File: config.mk
export PLATFORM = sky130hd
export DESIGN_NAME = mcs_monitor_sched
export DESIGN_NICKNAME = d
export VERILOG_FILES = /design/src/rtl/mcs_pkg.sv /design/src/rtl/mcs_src_bank.sv /design/src/rtl/mcs_pick.sv /design/src/rtl/mcs_ser.sv /design/src/rtl/mcs_monitor_sched.sv
export SDC_FILE = /design/constraint.sdc
export NUM_CORES = 1
export LEC_CHECK = 0
export ABC_AREA = 0
export BUFFER_PORTS_ARGS = -buffer_cell sky130_fd_sc_hd__buf_2
export CORE_MARGIN = 4
export CORE_UTILIZATION = 59
export DETAILED_ROUTE_END_ITERATION = 16
export PLACE_DENSITY = 0.87
export SYNTH_ARGS = -nofsm -noshare
export SYNTH_HDL_FRONTEND = slang
export SYNTH_SLANG_ARGS = --single-unit
File: constraint.sdc
create_clock -name clk -period 2.7 [get_ports clk]
set_input_delay 0 -clock clk [delete_from_list [all_inputs] [get_ports clk]]
set_output_delay 0 -clock clk [all_outputs]
set_load 0.02 [all_outputs]
File: src/rtl/mcs_pkg.sv
package mcs_pkg;
  localparam int BYTE_W  = 8;
  localparam int EOC_W   = 12;
  localparam int ADDR_W  = 4;
  localparam int NSRC    = 3;
  localparam int SRC_W   = $clog2(NSRC);
  localparam int SRC_EOC = 0;
  localparam int SRC_A   = 1;
  localparam int SRC_B   = 2;

  localparam logic [3:0]        CODE_EOC_NIB = 4'h1;
  localparam logic [BYTE_W-1:0] CODE_A       = 8'h20;
  localparam logic [BYTE_W-1:0] CODE_B       = 8'h30;
  localparam logic [3:0]        CODE_RD_NIB  = 4'h8;

  typedef struct packed {
    logic [BYTE_W-1:0] b0;
    logic [BYTE_W-1:0] b1;
  } msg_t;

  function automatic msg_t ind_msg(input logic [SRC_W-1:0] src,
                                   input logic [EOC_W-1:0] v);
    msg_t m;
    case (src)
      SRC_W'(SRC_EOC): m = '{b0: {CODE_EOC_NIB, v[11:8]}, b1: v[7:0]};
      SRC_W'(SRC_A):   m = '{b0: CODE_A, b1: v[7:0]};
      default:         m = '{b0: CODE_B, b1: v[7:0]};
    endcase
    return m;
  endfunction

  function automatic msg_t rsp_msg(input logic [ADDR_W-1:0] addr,
                                   input logic [BYTE_W-1:0] d);
    msg_t m;
    m.b0 = {CODE_RD_NIB, addr};
    m.b1 = d;
    return m;
  endfunction

  function automatic logic [SRC_W-1:0] oh_index(input logic [NSRC-1:0] oh);
    logic [SRC_W-1:0] idx;
    idx = '0;
    for (int i = 0; i < NSRC; i++)
      if (oh[i]) idx = SRC_W'(i);
    return idx;
  endfunction
endpackage

File: src/rtl/mcs_src_bank.sv
module mcs_src_bank #(
  parameter int NSRC  = 3,
  parameter int VAL_W = 12
) (
  input  logic                        clk,
  input  logic                        rst_n,
  input  logic [NSRC-1:0]             set,
  input  logic [NSRC-1:0][VAL_W-1:0]  val,
  input  logic [NSRC-1:0]             clr,
  output logic [NSRC-1:0]             pend,
  output logic [NSRC-1:0][VAL_W-1:0]  held
);
  for (genvar i = 0; i < NSRC; i++) begin : g_src
    always_ff @(posedge clk or negedge rst_n) begin
      if (!rst_n) begin
        pend[i] <= 1'b0;
        held[i] <= '0;
      end else if (set[i]) begin
        pend[i] <= 1'b1;
        held[i] <= val[i];
      end else if (clr[i]) begin
        pend[i] <= 1'b0;
      end
    end

    a_r8_clear_drops_flag: assert property (@(posedge clk) disable iff (!rst_n)
      clr[i] && !set[i] |=> !pend[i]);
    a_r7_latest_value_kept: assert property (@(posedge clk) disable iff (!rst_n)
      set[i] |=> pend[i] && held[i] == $past(val[i]));
  end
endmodule

File: src/rtl/mcs_pick.sv
module mcs_pick #(
  parameter int NSRC = 3
) (
  input  logic            clk,
  input  logic            rst_n,
  input  logic            free,
  input  logic [NSRC-1:0] pend,
  input  logic            rd_pend,
  output logic [NSRC-1:0] gnt,
  output logic            gnt_rd
);
  always_comb begin
    logic taken;
    taken = 1'b0;
    for (int i = 0; i < NSRC; i++) begin
      gnt[i] = free && pend[i] && !taken;
      taken  = taken | pend[i];
    end
    gnt_rd = free && rd_pend && !taken;
  end

  a_r4_single_grant: assert property (@(posedge clk) disable iff (!rst_n)
    $onehot0({gnt, gnt_rd}));
  a_r5_read_waits_for_flags: assert property (@(posedge clk) disable iff (!rst_n)
    gnt_rd |-> pend == '0);
  a_r4_eoc_before_bytes: assert property (@(posedge clk) disable iff (!rst_n)
    pend[0] && free |-> gnt[0]);
endmodule

File: src/rtl/mcs_ser.sv
module mcs_ser
  import mcs_pkg::*;
(
  input  logic              clk,
  input  logic              rst_n,
  input  logic              load,
  input  msg_t              msg,
  output logic              free,
  output logic              tx_valid,
  output logic [BYTE_W-1:0] tx_byte,
  input  logic              tx_ready
);
  logic busy, second;
  msg_t cur;
  logic last_acc;

  assign last_acc = busy && second && tx_ready;
  assign free     = !busy || last_acc;
  assign tx_valid = busy;
  assign tx_byte  = second ? cur.b1 : cur.b0;

  always_ff @(posedge clk or negedge rst_n) begin
    if (!rst_n) begin
      busy   <= 1'b0;
      second <= 1'b0;
      cur    <= '0;
    end else if (load) begin
      busy   <= 1'b1;
      second <= 1'b0;
      cur    <= msg;
    end else if (busy && tx_ready) begin
      if (second) busy <= 1'b0;
      second <= !second;
    end
  end

  a_r10_hold_on_stall: assert property (@(posedge clk) disable iff (!rst_n)
    tx_valid && !tx_ready |=> tx_valid && $stable(tx_byte));
  a_r10_second_follows: assert property (@(posedge clk) disable iff (!rst_n)
    tx_valid && tx_ready && !second |=> tx_valid);
  a_r10_no_early_load: assert property (@(posedge clk) disable iff (!rst_n)
    load |-> !busy || (second && tx_ready));
endmodule

File: src/rtl/mcs_monitor_sched.sv
module mcs_monitor_sched
  import mcs_pkg::*;
(
  input  logic              clk,
  input  logic              rst_n,
  input  logic              upd_eoc,
  input  logic [EOC_W-1:0]  eoc_val,
  input  logic              upd_a,
  input  logic [BYTE_W-1:0] a_val,
  input  logic              upd_b,
  input  logic [BYTE_W-1:0] b_val,
  input  logic              rd_cmd,
  input  logic [ADDR_W-1:0] rd_addr,
  input  logic [BYTE_W-1:0] rd_data,
  output logic              tx_valid,
  output logic [BYTE_W-1:0] tx_byte,
  input  logic              tx_ready
);
  logic [NSRC-1:0]            set_v, pend_v, gnt_v;
  logic [NSRC-1:0][EOC_W-1:0] val_v, held_v;
  logic                       free, gnt_rd, load;
  logic                       rd_pend;
  logic [ADDR_W-1:0]          rd_addr_q;
  logic [BYTE_W-1:0]          rd_data_q;
  logic [SRC_W-1:0]           src_idx;
  msg_t                       next_msg;

  assign set_v[SRC_EOC] = upd_eoc;
  assign set_v[SRC_A]   = upd_a;
  assign set_v[SRC_B]   = upd_b;
  assign val_v[SRC_EOC] = eoc_val;
  assign val_v[SRC_A]   = {{(EOC_W-BYTE_W){1'b0}}, a_val};
  assign val_v[SRC_B]   = {{(EOC_W-BYTE_W){1'b0}}, b_val};

  mcs_src_bank #(.NSRC(NSRC), .VAL_W(EOC_W)) u_bank (
    .clk(clk), .rst_n(rst_n), .set(set_v), .val(val_v),
    .clr(gnt_v), .pend(pend_v), .held(held_v));

  mcs_pick #(.NSRC(NSRC)) u_pick (
    .clk(clk), .rst_n(rst_n), .free(free), .pend(pend_v),
    .rd_pend(rd_pend), .gnt(gnt_v), .gnt_rd(gnt_rd));

  always_ff @(posedge clk or negedge rst_n) begin
    if (!rst_n) begin
      rd_pend   <= 1'b0;
      rd_addr_q <= '0;
      rd_data_q <= '0;
    end else if (rd_cmd) begin
      rd_pend   <= 1'b1;
      rd_addr_q <= rd_addr;
      rd_data_q <= rd_data;
    end else if (gnt_rd) begin
      rd_pend   <= 1'b0;
    end
  end

  assign src_idx  = oh_index(gnt_v);
  assign load     = gnt_rd || (gnt_v != '0);
  assign next_msg = gnt_rd ? rsp_msg(rd_addr_q, rd_data_q)
                           : ind_msg(src_idx, held_v[src_idx]);

  mcs_ser u_ser (
    .clk(clk), .rst_n(rst_n), .load(load), .msg(next_msg), .free(free),
    .tx_valid(tx_valid), .tx_byte(tx_byte), .tx_ready(tx_ready));

  a_r11_newest_read_kept: assert property (@(posedge clk) disable iff (!rst_n)
    rd_cmd |=> rd_pend && rd_data_q == $past(rd_data));
  a_r6_read_not_before_flag: assert property (@(posedge clk) disable iff (!rst_n)
    rd_cmd && (set_v != '0) |=> !gnt_rd);
endmodule

# --- After elaboration in Yosys (flattened, before gate mapping) ---
# Cells that the tools add are included.
op_classes:
  order_cmp: 1
  n_bitwise: 2
  n_mux: 20
  n_eq_ne: 1
  n_reduce_logical: 26
ops:
  columns: ["operator", "count"]
  rows:
  - ["$pmux 14 s2", 1]
  - ["$bmux 12 s2", 1]
  - ["$mux 16", 1]
  - ["$mux 1", 14]
  - ["$mux 12", 1]
  - ["$reduce_bool 2->1", 6]
  - ["$logic_and 1x1->1", 10]
  - ["$mux 8", 1]
  - ["$logic_not 1->1", 5]
  - ["$lt 2x3->1 const B", 1]
  - ["$reduce_bool 3->1", 1]
  - ["$eq 2x1->1 const B", 1]
  - ["$logic_not 2->1", 1]
  - ["$logic_or 1x1->1", 2]
  - ["$mux 2", 1]
  - ["$or 1x1->1", 2]
  - ["$reduce_and 2->1", 1]
word_totals:
  word_cells: 63
  regBits: 62
  in_bits: 47

# --- Logic depth before layout (Yosys ltp) ---
logic_depth:
  word_depth: 11
  ltp_mapped: 5
  depth_no_buf: 3

# --- Hierarchy ---
# Synthesis repeated with hierarchy kept, for this count alone.
unflattened:
  cells_unflattened: 221
  area_unflattened_um2: 3349.5
modules_own_cells:
  columns: ["mod", "cells_per_inst", "seq_area_each_um2", "area_per_inst_um2", "instances"]
  rows:
  - ["mcs_src_bank", 84, 975.9, 1554.0, 1]
  - ["mcs_monitor_sched", 80, 325.3, 904.6, 1]
  - ["mcs_ser", 51, 450.4, 825.8, 1]
  - ["mcs_pick", 6, 0.0, 65.1, 1]

# --- Least setup slack after synthesis ---
# OpenSTA, ideal clock, no wires.
synth_timing:
  kind: "register to register"
  startpoint: "register u_bank.pend[1]"
  endpoint: "register u_ser.cur[1] (netlist name)"
  path_slack_ps: 1174
  synth_period_minus_slack_ps: 1526
  required_ps: 2567
  n_path_buf: 1
  path_stages_with_launch: 5
  t_arrival_ps: 1393
  setup_time_ps: 133
  path_cell_list: "dfrtp_1 -> buf_6 -> or3b_1 -> a2111oi_1 -> o31ai_1"
synth_via:
  elab_chain_cells: 8
synth_rtl:
  columns: ["item", "line", "source"]
  rows:
  - ["start, declared", "mcs_src_bank.sv:10", "output logic [NSRC-1:0] pend,"]
  - ["start signal, assigned by index", "mcs_src_bank.sv:16", "pend[i] <= 1'b0;"]
  - ["start signal, assigned by index", "mcs_src_bank.sv:19", "pend[i] <= 1'b1;"]
  - ["start signal, assigned by index", "mcs_src_bank.sv:22", "pend[i] <= 1'b0;"]
  - ["$logic_and 1x1->1 / $or 1x1->1 (equally long branches)", "mcs_pick.sv:16, mcs_pick.sv:17", null]
  - ["$logic_and 1x1->1 / $logic_not 1->1 (equally long branches)", "mcs_pick.sv:16", "gnt[i] = free && pend[i] && !taken;"]
  - ["$mux 1 / $logic_and 1x1->1 (equally long branches)", "mcs_pkg.sv:44, mcs_pick.sv:16", null]
  - ["$mux 2", "mcs_pkg.sv:44", "if (oh[i]) idx = SRC_W'(i);"]
  - ["$bmux 12 s2", "mcs_monitor_sched.sv:60", ": ind_msg(src_idx, held_v[src_idx]);"]
  - ["$mux 12 (implied by the code)", "mcs_monitor_sched.sv:60", null]
  - ["$pmux 14 s2", "mcs_pkg.sv:24", "case (src)"]
  - ["$mux 16", "mcs_monitor_sched.sv:59", "assign next_msg = gnt_rd ? rsp_msg(rd_addr_q, rd_data_q)"]
  - ["end signal, assigned", "mcs_ser.sv:30", "cur <= msg;"]
  - ["end, declared", "mcs_ser.sv:14", "msg_t cur;"]
# Parallel ways exist; a longest one is shown, timed or not. The select of a mux whose other input is x is not followed.
# A chain may end at the register's enable or synchronous reset.

# --- Final worst setup path ---
layout_timing:
  startpoint: "register u_ser.second"
  endpoint: "register u_ser.cur[4] (netlist name)"
layout_via:
  elab_chain_cells: 11
layout_rtl:
  columns: ["item", "line", "source"]
  rows:
  - ["start, declared", "mcs_ser.sv:13", "logic busy, second;"]
  - ["start signal, assigned", "mcs_ser.sv:33", "second <= !second;"]
  - ["$logic_and 1x1->1 * (2 in series)", "mcs_ser.sv:17", "assign last_acc = busy && second && tx_ready;"]
  - ["$logic_or 1x1->1 *", "mcs_ser.sv:18", "assign free = !busy || last_acc;"]
  - ["$logic_and 1x1->1 (2 in series)", "mcs_pick.sv:16", null]
  - ["$mux 1", "mcs_pkg.sv:44", null]
  - ["$mux 2", "mcs_pkg.sv:44", null]
  - ["$bmux 12 s2", "mcs_monitor_sched.sv:60", null]
  - ["$mux 12 (implied by the code)", "mcs_monitor_sched.sv:60", null]
  - ["$pmux 14 s2", "mcs_pkg.sv:24", null]
  - ["$mux 16", "mcs_monitor_sched.sv:59", null]
# Mark *: on every way between the ends. The rest lies on a longest branch, timed or not. The select of a mux whose other input is x is not followed.

==> impl_metrics.yaml <==
synthesis:
  synth_area_leader_cell: "dfrtp_1"
  synth-seq-area-share_pct: 54.1
  ys_types: 36
  synth.avg_cell_area_um2: 13.2
  syn_inst: 214
  yosysWarnings: 0
  ys_seq_elements: 61
  synth_area_um2: 2820
  synth_top_area_share_pct: 54.1
  syn_nets: 261
  synth_area_leaders: "dfrtp_1 54%, mux2_2 19%, o21ai_0 2.5%"
pwr:
  clkPwrFrac_pct: 26.1
  switchingPower_mw: 0.920
  p_int_mw: 1.85
  power.share.switching_pct: 33.2
  combinationalPowerShare_pct: 28.3
  p_leak_nw: 1.61
  seqPwrFrac_pct: 45.6
  vdd_ir_drop_max_mv: 0.513
  p_per_area_nw_per_um2: 752
clock_tree:
  tritoncts: "yes"
  cts_buffers: 9
  postCtsSetupBuffers: 0
  clkSinkCount: 61
  h-tree-depth: 3
  cts_root_buf: "clkbuf_8"
  clock_latency_ns: 0.34
  cts_buffer_depth: 2
  clkTransAtPathRegs_ns: 0.07
global_routing:
  grt_pass1_vias: 2195
  track_usage_pct: 23.9
  grt_max_degree: 47
  grt_first_pass_wirelength_um: 11000
  antenna_found_initial: 0
  grt-ovfl-total: 0
timing:
  rsz0062_at_grt: "no"
  finalCritPeriodShare_pct: 76.7
  setup_viol: 0
  slew_headroom_pct: 34.8
  tns_ns: 0
  maxSlewViolCount: 0
  min_period_ns: 2.07
  worstMarginPinSlew_ns: 0.979
  finalHoldViolCount: 0
  max_freq_ghz: 0.483
  skew_ns: 0.00536
drt:
  drt-total-wl_um: 6580
  drtIter0Drc: 207
  wl_per_cell_um: 18.0
  firstDrtPassIters: 4
  drtAntennaViolNets: 0
  drc: 0
  routed_via_density: 6.00
  num_vias: 2189
layout:
  drive_gt1_share_pct: 40.9
  fillers: 248
  utilization_pct: 81.8
  stdcell_area_um2: 3690
  layout.nets: 355
  antenna_cells: 0
  syn2layout_area_growth_pct: 30.6
status:
  outcome: "finished clean"
die:
  start_util_pct: 62.6
  core_area_um2: 4500
  die_y_um: 77.2
  dieArea_um2: 5950
  die_w_um: 77.2
  io_pins: 56
  rows: 24
place:
  place.port_buffers: 55
  hpwl_um: 4240
  dpl_cell_area_um2: 3090
  gp_congestion: 0.862
hold_path:
  holdCritPathClass: "input pin to flop"
setup_path:
  required_ns: 2.94
  crit_type: "flop to flop"
  critPathArrivalTime_ns: 2.31
  start_kind: "flop"
  crit_fanout: 19
  end_kind: "flop"
job:
  max-cap-violations: 0
[Yosys cell counts (all sizes together)]
cell type	number
a221o	4
nor2	2
nor4b	5
dfrtp	61
a21bo	1
o22ai	5
nand2b	8
or3	1
a2111oi	8
and2	1
a21oi	5
a2bb2oi	1
o221ai	1
nand2	5
clkinv	1
mux2	47
clkbuf	5
o21ai	16
a21o	1
inv	1
o31ai	9
nor4	1
a22oi	1
buf	11
or3b	8
xor2	1
a21boi	1
or2b	3
[power by group through the flow]
stage	registers, mW	clock network (mW)	logic [mW]
2_1_floorplan	1.18	0	0.567
3_3_place_gp	1.26	0	0.709
3_5_place_dp	1.27	0	0.726
4_1_cts	1.25	0.729	0.775
5_1_grt	1.29	0.783	0.844
6_report	1.27	0.724	0.784
[placed cells by master (no fill, tap or decap), drive strengths merged, types with 2 or more instances in the layout]
cell type / count
dfrtp: 61
buf: 57
mux2: 47
dlygate4sd3: 42
o21ai: 16
clkbuf: 11
o31ai: 9
nand2b: 8
or3b: 8
a2111oi: 8
clkinv: 6
nand2: 5
a21oi: 5
o22ai: 5
nor4b: 5
a221o: 4
or2b: 3
nor2: 2
[logic make-up after synthesis]
kind of cell,after synthesis,synth area share [%]
xor+xnor,1,0.310
compound gates,53,14.1
simple gates,34,9.27
flops,61,54.1
buf+inv,18,3.50
mux,47,18.8
[critical path: stages (launching register included)]
cell       delay, ns
dfrtp_1         0.57
a21boi_2        0.73
buf_4           0.31
a2111oi_2       0.07
o31ai_1         0.29
[stage by stage]
step	hold WS [ns]	total power [mW]	setup WS, ns	instances
2_1_floorplan	-0.296	1.75	1.17	214
3_3_place_gp	0.212	1.97	0.828	307
3_5_place_dp	0.218	1.99	0.727	307
4_1_cts	0.0124	2.76	0.698	365
5_1_grt	0.0171	2.91	0.512	365
6_report	0.0138	2.77	0.630	365
[routing by layer]
metal,track usage (%),share of wire [%]
met5,0,0
met4,8.90,2.5
met3,6.67,6.0
met2,37.4,50
met1,31.9,42
[repair_timing]
action                    in CTS  in global routing
resized for setup              0                  0
hold endpoints to repair      86                  0
hold buffers                  42                  0
[registers in the layout, indices dropped and copies added (netlist names)]
signal	cells
rd_addr_q	4
rd_data_q	8
rd_pend	1
u_bank.held	28
u_bank.pend	3
u_ser.cur	15
u_ser.second	1
u_ser.tx_valid	1
[final timing paths]
path,startpoint,endpoint,slack (ns),cells after the start
max,u_ser.second$_DFFE_PN0P_,u_ser.cur[4]$_DFFE_PN0P_,0.63,4
min,upd_b,u_bank.pend[2]$_DFFE_PN0P_,0.01,2
max reg2reg,u_ser.second$_DFFE_PN0P_,u_ser.cur[4]$_DFFE_PN0P_,0.63,4
min reg2reg,u_bank.held[16]$_DFFE_PN0P_,u_bank.held[16]$_DFFE_PN0P_,0.51,1
max in group asynchronous,rst_n,u_bank.held[24]$_DFFE_PN0P_,1.56,3
min in group asynchronous,rst_n,u_bank.held[3]$_DFFE_PN0P_,0.36,2
[cell type report]
type / count / area (um2) / share of cell area (%)
flip-flops and latches: 61 / 1530 / 41.4
multi-input cells: 135 / 1200 / 32.6
repair buffers: 99 / 711 / 19.3
clock buffers: 11 / 151 / 4.11
well taps: 52 / 65.1 / 1.77
clock inverters: 5 / 25.0 / 0.679
inverters: 2 / 7.51 / 0.204
No activity file was read; power rests on OpenSTA's default activity.
